`config.mk`:
```
export PLATFORM = sky130hd
export DESIGN_NAME = lc_counter
export DESIGN_NICKNAME = d
export VERILOG_FILES = /design/src/rtl/lc_pkg.sv /design/src/rtl/lc_arbiter.sv /design/src/rtl/lc_next.sv /design/src/rtl/lc_carry.sv /design/src/rtl/lc_counter.sv
export SDC_FILE = /design/constraint.sdc
export NUM_CORES = 1
export LEC_CHECK = 0
export BUFFER_PORTS_ARGS = -buffer_cell sky130_fd_sc_hd__buf_2
export CAP_MARGIN = 20
export CORE_AREA = 8 8 45 47
export CTS_BUF_LIST = sky130_fd_sc_hd__clkbuf_4
export DETAILED_ROUTE_END_ITERATION = 7
export DIE_AREA = 0 0 53 55
export PLACE_DENSITY_LB_ADDON = 0.15
export SKIP_CTS_REPAIR_TIMING = 1
export SLEW_MARGIN = 10
export SYNTH_ARGS = -nofsm -noshare
export SYNTH_HDL_FRONTEND = slang
export SYNTH_SLANG_ARGS = --single-unit
export TNS_END_PERCENT = 1
```
`constraint.sdc`:
```
create_clock -name clk -period 2 [get_ports clk]
set_input_delay 0.4 -clock clk [delete_from_list [all_inputs] [get_ports clk]]
set_output_delay 0.4 -clock clk [all_outputs]
set_load 0.1 [all_outputs]
```
`src/rtl/lc_pkg.sv`:
```
// Package: shared types for the loadable counter.
// Assumes: one action is chosen per clock edge.
package lc_pkg;
    // Action taken by the counter on the coming rising edge
    typedef enum logic [1:0] {
        LC_HOLD  = 2'd0,
        LC_STEP  = 2'd1,
        LC_LOAD  = 2'd2,
        LC_CLEAR = 2'd3
    } lc_act_e;
endpackage

```
`src/rtl/lc_arbiter.sv`:
```
// Module: lc_arbiter
// Picks one action from the control inputs by fixed precedence:
// clear, then load, then step (both enables active), else hold.
// Assumes: all controls are synchronous to the counter clock.
module lc_arbiter
    import lc_pkg::*;
(
    input  logic    clr_n,
    input  logic    load_n,
    input  logic    run_hi,
    input  logic    run_lo_n,
    output lc_act_e act
);
    logic both_run;

    // Purpose: stepping needs both enables active at once
    always_comb begin
        both_run = run_hi & ~run_lo_n;
    end

    // Purpose: precedence chain that selects a single action
    always_comb begin
        if (!clr_n)        act = LC_CLEAR;
        else if (!load_n)  act = LC_LOAD;
        else if (both_run) act = LC_STEP;
        else               act = LC_HOLD;
    end
endmodule

```
`src/rtl/lc_next.sv`:
```
// Module: lc_next
// Forms the next count from the chosen action. The incrementer is a
// ripple of half adders, so all ones wraps to zero.
// Assumes: W >= 1.
module lc_next
    import lc_pkg::*;
#(
    parameter int W = 4
) (
    input  lc_act_e      act,
    input  logic [W-1:0] cur,
    input  logic [W-1:0] load_val,
    output logic [W-1:0] nxt
);
    logic [W:0]   rip;
    logic [W-1:0] inc;

    assign rip[0] = 1'b1;

    // Purpose: one half-adder stage per bit of the incrementer
    for (genvar i = 0; i < W; i++) begin : g_inc
        assign inc[i]   = cur[i] ^ rip[i];
        assign rip[i+1] = cur[i] & rip[i];
    end

    // Purpose: next-state mux driven by the arbiter's action
    always_comb begin
        unique case (act)
            LC_CLEAR: nxt = '0;
            LC_LOAD:  nxt = load_val;
            LC_STEP:  nxt = inc;
            default:  nxt = cur;
        endcase
    end
endmodule

```
`src/rtl/lc_carry.sv`:
```
// Module: lc_carry
// Raises the terminal-count flag when every bit of the count is one
// and the active-high enable is set. Purely combinational.
// Assumes: the active-low enable deliberately plays no part here.
module lc_carry #(
    parameter int W = 4
) (
    input  logic [W-1:0] cur,
    input  logic         run_hi,
    output logic         carry
);
    logic [W:0] ones;

    assign ones[0] = 1'b1;

    // Purpose: AND chain that detects the all-ones count
    for (genvar i = 0; i < W; i++) begin : g_ones
        assign ones[i+1] = ones[i] & cur[i];
    end

    // Purpose: gate the all-ones detect with the active-high enable
    always_comb begin
        carry = ones[W] & run_hi;
    end
endmodule

```
`src/rtl/lc_counter.sv`:
```
// Module: lc_counter (top)
// Synchronous up-counter with clear, parallel load, two count enables
// of opposite polarity and a combinational terminal-count flag.
// Assumes: clr_n serves as the synchronous active-low reset.
module lc_counter
    import lc_pkg::*;
#(
    parameter int W = 4
) (
    input  logic         clk,
    input  logic         clr_n,
    input  logic         load_n,
    input  logic [W-1:0] load_val,
    input  logic         run_hi,
    input  logic         run_lo_n,
    output logic [W-1:0] count_q,
    output logic         carry_o
);
    lc_act_e      act;
    logic [W-1:0] nxt;

    lc_arbiter u_arb (
        .clr_n    (clr_n),
        .load_n   (load_n),
        .run_hi   (run_hi),
        .run_lo_n (run_lo_n),
        .act      (act)
    );

    lc_next #(.W(W)) u_nxt (
        .act      (act),
        .cur      (count_q),
        .load_val (load_val),
        .nxt      (nxt)
    );

    lc_carry #(.W(W)) u_cry (
        .cur    (count_q),
        .run_hi (run_hi),
        .carry  (carry_o)
    );

    // Purpose: count register, updated on every rising edge
    always_ff @(posedge clk) begin
        count_q <= nxt;
    end
endmodule

```
==> results of run 1 <==
[cell type report]
class / instances / area (µm²) / area share, %
Tap cell: 16 / 20.0 / 5.19
Clock buffer: 3 / 22.5 / 5.84
Multi-Input combinational cell: 18 / 151 / 39.3
Sequential cell: 4 / 120 / 31.2
Timing Repair Buffer: 13 / 71.3 / 18.5
[metrics by stage]
step	TNS, ps	total power [mW]	setup WS (ps)	cell area (µm²)
after CTS	-31.1	0.298	-31.1	379
after detailed placement	0	0.191	224	357
after global routing	0	0.308	6.84	385
final	0	0.292	78.3	385
after global placement	0	0.191	246	357
after floorplan	-196	0.169	-196	272
[power groups by stage]
| stage | registers [mW] | clock network (mW) | logic [mW] |
|---|---|---|---|
| finish | 0.105 | 0.103 | 0.0846 |
| global route | 0.106 | 0.112 | 0.0904 |
| CTS | 0.105 | 0.107 | 0.0854 |
| detailed placement | 0.106 | 0 | 0.0853 |
| global placement | 0.105 | 0 | 0.0860 |
| floorplan | 0.154 | 0 | 0.0147 |
[layer usage]
layer | up-vias | global-route usage (%) | wire [µm]
met4 | 0 | 5.17 | 11
met5 | - | 0 | 0
li1 | 118 | - | -
met1 | 94 | 5.34 | 276
met2 | 12 | 6.05 | 252
met3 | 2 | 4.81 | 117
[Yosys cell counts]
library cell	n	area share, %
sky130_fd_sc_hd__edfxtp_1	4	45
sky130_fd_sc_hd__nand2b_1	4	9.3
sky130_fd_sc_hd__a21boi_0	3	8.4
sky130_fd_sc_hd__ha_1	3	14
sky130_fd_sc_hd__nand4b_1	3	9.8
sky130_fd_sc_hd__and2_1	1	2.3
sky130_fd_sc_hd__and4bb_2	1	4.7
sky130_fd_sc_hd__nand3_1	1	1.9
sky130_fd_sc_hd__nor2b_1	1	2.3
sky130_fd_sc_hd__o21a_1	1	2.8
[cell families after synthesis]
family | after synthesis
AO/OA/AOI/OAI | 4
AND/OR/NAND/NOR | 11
flip-flops | 4
adder cells (fa/ha/maj) | 3
[path summary, 6_finish.rpt]
kind	from	end	slack [ps]	cells past startpoint
max	count_q[0]	carry_o	80	5
min	clr_n	count_q[0]	510	2
max reg2reg	count_q[0]	count_q[3]	520	5
min reg2reg	count_q[3]	count_q[3]	810	3
==> results.txt, run 1 <==
- Worst setup SP type: register
- Vias per Instance: 4.19
- The repair_antennas step left the layout with diodes totalling 0.
* Cell total after placement: just over 50
- Dominant combinational cell family by area after synthesis: simple AND/OR/NAND/NOR gates
- Result of the run: completed
* Mean instance size in the synthesized netlist: 12.2 µm²
- Routed wire length: roughly 660 µm
* Clock Root Buffer: sky130_fd_sc_hd__clkbuf_4
- Worst hold slack: 509 ps
- Number of global-route vias before repair: about 240
- Buffers placed on the I/O ports in this run total 13.
* Count of non-filler cells in the finished layout: 54
- Data on the critical path arrives at its endpoint at ~1500 ps.
- Headroom to the max-slew limit came out at 67.7%.
* Sequential Power Share: 35.8%
- The floorplan has 14 rows.
- The final count of hold timing violations came to 0.
* Simple-gate share of the synthesized area: 30.2%
- In this run the power spent charging and discharging nets is 0.104 mW.
- Final worst-path cycle share: 96.1%
- Clock latency on the worst-skew pair, taken at its later pin, is 240 ps.
- Synth-to-layout area growth: 43.3%
* Share of total power consumed by net switching: 35.7%
- The filler cells instantiated in the layout total 154.
* Total clock buffers created by CTS: 3
- The library cells used most frequently in the layout, excluding fill and tap cells, are 12 x sky130_fd_sc_hd__buf_2, 4 x sky130_fd_sc_hd__nand2b_1, 4 x sky130_fd_sc_hd__edfxtp_1.
- The tree built by TritonCTS fans out to 4 sinks.
- Routed WL per cell: about 12 µm
- In this run the standard cell core region covers 0.00138 mm².
- Once detail routing completed, the nets flagged for antenna violations numbered 0.
- Adder-cell share of the synthesized area: between 10% and 20%
- The critical path is of the reg2out type.
- In this run the worst path has a maximum fanout of 3.
- DRC violations left: 0
* Antenna violations before repair: 0
- Transition time of the tightest slew-check pin: 488 ps
- Together, buffers and inverters on the worst path number 1.
- Critical path data required time: 1600 ps
* Synth Area in Compound Gates: 11.2%
- For this run the aggregate overflow at the end of global routing stands at 0.
* Commonest non-fill, non-tap cell in the layout: sky130_fd_sc_hd__buf_2
- For this configuration, the core starts out at a cell density of approximately a fifth.
- Largest register by flop count: count_q
- Static leakage power: 0.178 nW
- Setup repair after global routing left no endpoint under its margin.
* Max-cap viol count: 0
- CTS tree: done
- Synthesis handed over a netlist of 22 instances.
- After legalization and detailed placement, the total HPWL measured 524 µm.
- Warning count from the yosys run: 0
- The signal on the critical path passes through ha_1 > ha_1 > ha_1 > and2_4 > buf_6.
* Count of TritonRoute iterations in the first routing pass: 2
- Post-Synthesis Cell Area: ~270 µm²
- Most numerous cell on the critical path: sky130_fd_sc_hd__ha_1
- Global routing used 5.25% of the available tracks.
- The kind of cell with the highest combined delay along the critical path is adder cells.
* Xor and xnor area share after synthesis: 0%
* Stage delay of the slowest cell on the critical path: 410 ps
- Part of the power in combinational logic: 29.0%
- The portion of synthesized area spent on multiplexers is 0%.
* Clock tree skew after final layout: 4.00 ps
- The die covers roughly 0.003 mm².
- Fraction of layout instances using a drive strength above 1: a little under half
- The register with the most flip-flops in the layout has 4 of them.
- Maximum clock rate: around 520 MHz
- Internal power comes to 0.188 mW.
* Total number of vias: 226
- CTS built an H-tree with a depth of 1.
* Weighted congestion reported at the end of routability-driven placement: ~0.69
- Initial DRC Count: 9
* Largest net degree at the start of global routing: 10
- For this run, the post-layout net count is between 50 and 60.
- Top Ports: 14
- Vert. Die Dim: about 55 µm
* Sequential share of the synthesized area: between 40% and 50%
* Global-route wire length before repair: 1040 µm
* Part of the total power dissipated in the clock network: 35.2%
- Counting along the longest clock path gives a buffer depth of 2.
* Register clock-pin slew on the reported worst setup and hold paths: 40 ps
* Slowest stage cell on the critical path: sky130_fd_sc_hd__edfxtp_1
* Post-Syn Nets: 34
- Netlist cell types: 10
* P per Cell Area: 757 mW/mm²
- Width of the die: 53 µm
- Class of the worst hold path: in2reg
- Post-layout utilization of the core: 27.8%
- The number of max-slew violations in the final report is 0.
- Endpoint type of the worst setup path: output pin
- The worst-case IR drop observed on VDD is 0.000178 V.
* Number of flip-flops and latches in the synthesized netlist: 4
* Setup violators final: 0
- Crit path time final: 1920 ps
* Biggest registers after layout: count_q (4)
Note: power is estimated with default switching activity, not from simulation.
==> run 2: changes to the inputs <==
==> constraint.sdc (replaced) <==
create_clock -name clk -period 2 [get_ports clk]
set_input_delay 0.2 -clock clk [delete_from_list [all_inputs] [get_ports clk]]
set_output_delay 0.2 -clock clk [all_outputs]
set_load 0.1 [all_outputs]
==> run 2 against run 1 <==
Clock skew fell by 2.2 ps. Flip-flop and latch count stayed put. Hold slack got worse by 200 ps. Global-route usage is 0.28 points higher. Count of clock-buffer cells in the layout did not move. Worst setup slack improved by 93 ps. Total power shrank 0.31%. Largest power group unchanged.
==> results.txt, run 2 (synthesis gave the netlist of run 1 again) <==
- Combinational logic burns 29.0% of the power.
* Effective utilization at floorplan: slightly below 20%
- The net count of the finished layout is 52.
- Number of H-tree branching levels: 1
* Maximum clock rate: 547 MHz
- Largest register FFs: 4
- Width of the die: 53 µm
- In the final routed layout, each cell accounts on average for 12.8 µm.
- Total clock buffers created by CTS: 3
- In the global route stage, overall resource usage came out at 5.53%.
* Register clock-pin slew on the reported worst setup and hold paths: ~40 ps
* Hold violation count in the final report: 0
- Internal power comes to 0.187 mW.
- Final Worst Setup Slack: 171 ps
- Sequential Power Share: 35.9%
- The total area inside the core boundary comes to 0.00138 mm².
- The count of nets left with antenna violations once routing finished came out at 0.
- Vias per Instance: ~4.4
- The run finished with clean final reports.
* Biggest registers after layout: count_q (4)
* Number of I/O port buffers: 13
* Number of cell rows: 14
* Weighted congestion reported at the end of routability-driven placement: 0.699
- In this run the critical register-to-register path is launched from count_q[0].
- The setup path with the least slack is of type reg2out.
- Clock Root Buffer: sky130_fd_sc_hd__clkbuf_4
- TritonCTS built the clock tree.
* Post-Place Worst Slack: 410 ps
- Clock skew on the completed layout was measured at around 1.8 ps.
* Most numerous cell on the critical path: sky130_fd_sc_hd__ha_1
- DRC violations left: 0
- End of the critical path: carry_o
* P per Cell Area: between 700 and 800 mW/mm²
- Largest net degree at the start of global routing: 10
- For this design the total switching power over the nets is 0.103 mW.
- The initial antenna violation count came to 0.
* Static leakage power: 0.178 nW
* Hold path startpoint: clr_n
* Clock Latency Late Sink: 230 ps
- Setup repair after global routing left no endpoint under its margin.
* Setup violators final: 0
- Power comes to 0.291 mW.
* Max-cap viol count: 0
- Summed over all layers, the global routing overflow is 0.
* Global-route wire length before repair: 1090 µm
- Final worst-path cycle share: roughly 91%
* Worst-path fanout max: 3
- Maximum VDD drop: slightly below 0.0003 V
- Data on the critical path arrives at its endpoint at 1630 ps.
* Die area: 0.00292 mm²
- For the finished layout, the period the worst path requires is roughly 1800 ps.
- The number of max-slew violations in the final report is 0.
- Share of total power consumed by net switching: 35.6%
- The clock passes through at most 2 buffers.
- Most frequent cells in the layout: 13 x sky130_fd_sc_hd__buf_2, 4 x sky130_fd_sc_hd__nand2b_1, 4 x sky130_fd_sc_hd__edfxtp_1
* Number of antenna cells inserted: 0
- Setup Total Neg Slack: 0 ps
- Final hold analysis gives a worst-case slack of 313 ps.
* Worst setup SP type: register
- Ranked by flip-flop count, first place goes to count_q.
- Vert. Die Dim: 55 µm
* Number of cells traversed by the worst register-to-register path: 5
- Among all stages on the critical path, the largest delay is contributed by sky130_fd_sc_hd__edfxtp_1.
* Class of the worst hold path: in2reg
- Sinks on the clock net: 4
- Critical path data required time: 1800 ps
- STA classifies the critical path endpoint as an output pin.
* Stage delay of the slowest cell on the critical path: 410 ps
- After detailed routing, the total wire length is between 600 and 700 µm.
- The number of global-route vias before repair is roughly 250.
* Top Ports: 14
- Part of the total power dissipated in the clock network: 35.1%
* Worst-path cell chain: ha_1 > ha_1 > ha_1 > and2_4 > buf_2
- Tracing the worst setup path back leads to its startpoint at count_q[0].
* Initial DRC Count: 1
* Total number of vias: 237
- Headroom to the max-slew limit came out at 67.6%.
- Compared with the post-synthesis result, the final layout area differs by 40.9%.
- R2R Setup Slk: approximately 500 ps
- The post-route netlist has 47.4% of its cells at a drive strength greater than 1.
- Commonest non-fill, non-tap cell in the layout: sky130_fd_sc_hd__buf_2
- Endpoint of the worst-slack reg-to-reg timing path: count_q[3]
- The pre-antenna-repair detailed-routing pass consisted of 2 iterations.
- For the pin with the worst max-slew slack, the measured transition is 489 ps.
## run 2: cell counts in the layout (fill, tap and decap cells not counted)
Identical to the previous run, type by type.
## run 2: routing by layer
metal  vias up  global-route usage, %  part of all wire (%)
li1        120                      -                     -
met1       107                   5.95                    47
met2        10                   6.64                    41
met3         0                   3.48                    12
met4         0                   6.47                     0
met5         -                      0                     0
## run 2: how the worst min path moves through the flow
stage / to / slack (ps) / cells past startpoint
after floorplan: count_q[0] / 390 / 1
after global placement: count_q[0] / 550 / 2
after CTS: count_q[0] / 310 / 2
final: count_q[0] / 310 / 2
after detailed placement: count_q[0] / 560 / 2
after global routing: count_q[0] / 310 / 2
## run 2: power by group through the flow
stage / combinational [mW] / sequential (mW) / clock [mW]
after floorplan: 0.0147 / 0.154 / 0
after global placement: 0.0857 / 0.106 / 0
after detailed placement: 0.0856 / 0.106 / 0
after CTS: 0.0857 / 0.105 / 0.107
after global routing: 0.0905 / 0.105 / 0.115
final: 0.0845 / 0.104 / 0.102
## run 2: area by class of cell
type,instances,area (µm²)
Multi-Input combinational cell,18,151
Timing Repair Buffer,13,65.1
Clock buffer,3,22.5
Tap cell,16,20.0
Sequential cell,4,120
Fill cell,158,1000
## run 2: per-stage QoR
stage	util, %	instances	cell area, µm²
5_1_grt	27.4	54	379
3_3_place_gp	25.8	51	357
3_5_place_dp	25.8	51	357
6_report	27.4	54	379
4_1_cts	27.4	54	379
2_1_floorplan	-	22	272
## run 2: critical path, delay by kind of cell (launching register included)
| family | cells | cell delay, ps |
|---|---|---|
| simple gates | 1 | 130 |
| buf+inv | 1 | 280 |
| flops | 1 | 410 |
| fa+ha+maj | 3 | 570 |
